### src/rtl/i2s_tone_tx.sv
module i2s_tone_tx #(
  parameter int SMP_W    = 16,
  parameter int SLOT_W   = 32,
  parameter int DIV_LOG2 = 3,
  parameter int HI_CNT   = 60,
  parameter int LO_CNT   = 60,
  parameter logic [SMP_W-1:0] HI_VAL = 16'h7FFF,
  parameter logic [SMP_W-1:0] LO_VAL = 16'h8001
) (
  input  logic clk,
  input  logic rst,
  output logic mclk_o,
  output logic bclk_o,
  output logic ws_o,
  output logic sd_o
);
  localparam int DIV        = 1 << DIV_LOG2;
  localparam int FRAME_BITS = 2 * SLOT_W;
  localparam int BIT_W      = $clog2(FRAME_BITS);
  localparam int CNT_W      = DIV_LOG2 + BIT_W;
  localparam int PER        = HI_CNT + LO_CNT;
  localparam int RUN_W      = $clog2(PER);
  localparam int ADV_AT     = (FRAME_BITS - 1) * DIV - 1;

  logic [CNT_W-1:0] cnt;
  logic [BIT_W-1:0] bit_idx;
  logic [RUN_W-1:0] run, run_nx;
  logic [SMP_W-1:0] smp, smp_sh;
  logic             adv;

  assign bit_idx = cnt[CNT_W-1:DIV_LOG2];
  assign mclk_o  = clk;
  assign bclk_o  = cnt[DIV_LOG2-1];
  assign ws_o    = (bit_idx >= BIT_W'(SLOT_W - 1)) && (bit_idx != BIT_W'(FRAME_BITS - 1));
  assign smp_sh  = smp << bit_idx;
  assign sd_o    = (bit_idx < BIT_W'(SMP_W)) ? smp_sh[SMP_W-1] : 1'b0;

  assign adv    = (cnt == CNT_W'(ADV_AT));
  assign run_nx = (run == RUN_W'(PER - 1)) ? '0 : run + 1'b1;

  always_ff @(posedge clk) begin
    if (rst) begin
      cnt <= '0;
      run <= '0;
      smp <= HI_VAL;
    end else begin
      cnt <= cnt + 1'b1;
      if (adv) begin
        run <= run_nx;
        smp <= (run_nx < RUN_W'(HI_CNT)) ? HI_VAL : LO_VAL;
      end
    end
  end
endmodule


### config.mk
export PLATFORM = sky130hd
export DESIGN_NAME = i2s_tone_tx
export DESIGN_NICKNAME = d
export VERILOG_FILES = /design/src/rtl/i2s_tone_tx.sv
export SDC_FILE = /design/constraint.sdc
export NUM_CORES = 1
export LEC_CHECK = 0
export CAP_MARGIN = 20
export CORE_MARGIN = 2
export CORE_UTILIZATION = 25
export DETAILED_ROUTE_END_ITERATION = 7
export PLACE_DENSITY = 0.43
export SLEW_MARGIN = 20
export SYNTH_ARGS = -nofsm -noshare
export SYNTH_HDL_FRONTEND = slang
export SYNTH_SLANG_ARGS = --single-unit
### constraint.sdc
create_clock -name clk -period 1.9 [get_ports clk]
set_input_delay 0.38 -clock clk [delete_from_list [all_inputs] [get_ports clk]]
set_output_delay 0.38 -clock clk [all_outputs]
set_load 0.01 [all_outputs]
==> flow_summary.yaml <==
placed_design:
  dp_hpwl_um: 1390
  port_buffers: 5
  dpl_cell_area_um2: 1052
  place_congestion: 0.7438
power_and_ir_drop:
  ir_drop_mv: 0.3358
  fin_total_pwr_uw: 773.4
  power_density_nw_per_um2: 684.6
  p_leak_uw: 0.0004536
worst_setup_path:
  crit_type: "clock port to primary output"
  start_kind: "clock port"
  worst_setup_path_end_kind: "primary output"
  r2r_start: "cnt[6]"
  crit_fanout: 2
  ff2ff_setup_slack_ns: 0.24
  crit_start: "clk"
  worstSetupEndpoint: "mclk_o"
  reg2reg_depth: 4
  worstPathRequired_ns: 1.52
  arrival_ns: 1.45
  rr_endpoint: "smp[14]"
final_layout:
  filler_cell_count: 387
  antenna_cells: 0
  nets: 122
  syn_to_final_growth_pct: 23.87
  layout_commonest_cell: "dfxtp_1"
  drive_gt1_share_pct: 23.08
  postLayoutCellArea_um2: 1130
  final_util_pct: 33.08
  layout_common_cells: "dfxtp_1, nor2_1, nand3_1, buf_4, nand2_1"
timing:
  min_period_ns: 1.827
  setup_violations: 0
  finalHoldViolations: 0
  fin_crit_sh_pct: 96.18
  slew_violations: 0
  fin_worst_skew_ns: 0.003159
  fmax_mhz: 550.7
  slew_headroom_pct: 79.97
  worst_pin_slew_ns: 0.2977
  finalSetupTns_ns: 0
drt:
  vias: 755
  dr.pass1.iters: 4
  drt_wl_total_um: 1893
  wl_per_cell_um: 11.61
  viasPerCell: 4.632
  ant_nets: 0
  first_iter_violations: 21
  drcViolationCount: 0
global_route:
  grt-busiest-layer: "met2"
  gr-total-overflow: 0
  met1_usage_pct: 13.41
  grt_use_total_pct: 10.75
  grt_pass1_vias: 750
  grt_use_met2_pct: 16.67
  grt_max_degree: 11
  grt_pass1_wl_um: 3387
  antenna_found_initial: 0
  grtUsageMet3_pct: 4.930
yosys:
  synth.avg_cell_area_um2: 8.856
  ys_ff_latch: 18
  synth_edf_count: 0
  netlist-cell-type-count: 34
  syn-num-nets: 107
  synthArstFlopShare_pct: 0
  seq_area_frac_synth_pct: 39.51
  ys_warn_count: 0
  syn_inst: 103
  netlist_area_um2: 912.1
  ys.flop_type: "dfxtp_1"
flow_run:
  max_cap_violations: 0
floorplanning:
  die_w_um: 64.40
  io_pins: 6
  rows: 21
  fp.coreArea_um2: 3416
  die_height_um: 64.40
  initial_core_util_pct: 26.70
  die-area_um2: 4147
cts:
  insertion_delay_ns: 0.40
  cts_tree: "built"
  clk_pin_slew_ns: 0.10
  hold_buffers: 0
run_status:
  status: "finished clean"
min_path:
  hold_class: "flip-flop to flip-flop"
state kept, by name, indices dropped and copies added (netlist names):
signal and flops:
cnt 9, run 7, smp 2
cells in the mapped netlist (2+ instances only):
cell | n | area, µm²
dfxtp_1 | 18 | 360.4
nor2_1 | 11 | 41.29
nand3_1 | 9 | 45.04
nand2_1 | 7 | 26.28
a21oi_1 | 6 | 30.03
xor2_1 | 5 | 43.79
clkbuf_1 | 4 | 15.01
xnor2_1 | 4 | 35.03
nor2b_1 | 3 | 18.77
nor3_1 | 3 | 15.01
o21ai_0 | 3 | 15.01
or3_1 | 3 | 18.77
a211oi_1 | 2 | 15.01
and3_1 | 2 | 12.51
ha_1 | 2 | 25.02
inv_1 | 2 | 7.510
nand3b_1 | 2 | 15.01
power breakdown:
group	internal, µW	total (µW)	switching [µW]
Sequential	380	384	4.08
Clock	206	364	158
Combinational	13.1	25.4	12.3
metal layers:
metal  wire length [µm]  vias to the layer above
met5                  0                        -
li1                   -                      394
met2                875                       11
met4                  0                        0
met1                949                      350
met3                 69                        0
critical path: stages:
cell and delay [ns]:
clkbuf_4 0.11, clkbuf_4 0.12, dlygate4sd2_1 0.27
logic make-up after synthesis:
logic type | share of synthesized area [%]
compound gates | 13.72
xor+xnor | 8.641
fa+ha+maj | 2.743
buf+inv | 3.840
flops | 39.51
mux | 1.097
simple gates | 30.45
timing repair:
item / CTS / global route
pin swaps: 0 / 1
endpoints found under the setup margin: 3 / 2
setup buffers: 0 / 0
resized for setup: 6 / 11
cell type report:
cell class	instances	area [µm²]	share of cell area, %
multi-input combinational	77	538.0	47.62
clock buffer	8	67.56	5.980
timing repair buffer	12	90.09	7.973
sequential	18	369.1	32.67
tap	46	57.56	5.094
inverter	2	7.507	0.6645
worst min-delay path by stage:
stage / cells past startpoint / slack, ns / to / from
5_1_grt: 1 / 0.48 / cnt[0] / cnt[0]
2_1_floorplan: 1 / 0.41 / cnt[0] / cnt[0]
3_3_place_gp: 1 / 0.44 / cnt[0] / cnt[0]
3_5_place_dp: 1 / 0.45 / cnt[0] / cnt[0]
4_1_cts: 1 / 0.46 / cnt[0] / cnt[0]
6_report: 1 / 0.46 / cnt[0] / cnt[0]
per-stage QoR:
step,hold slack [ns],worst slack [ns],instances
after floorplan,0.4132,0.2882,103
after global placement,0.4356,0.08289,156
after detailed placement,0.4455,0.02640,156
after CTS,0.4615,-0.07220,163
after global routing,0.4800,-0.01196,163
final,0.4587,0.07265,163
Power figures use the tool's default switching activity.
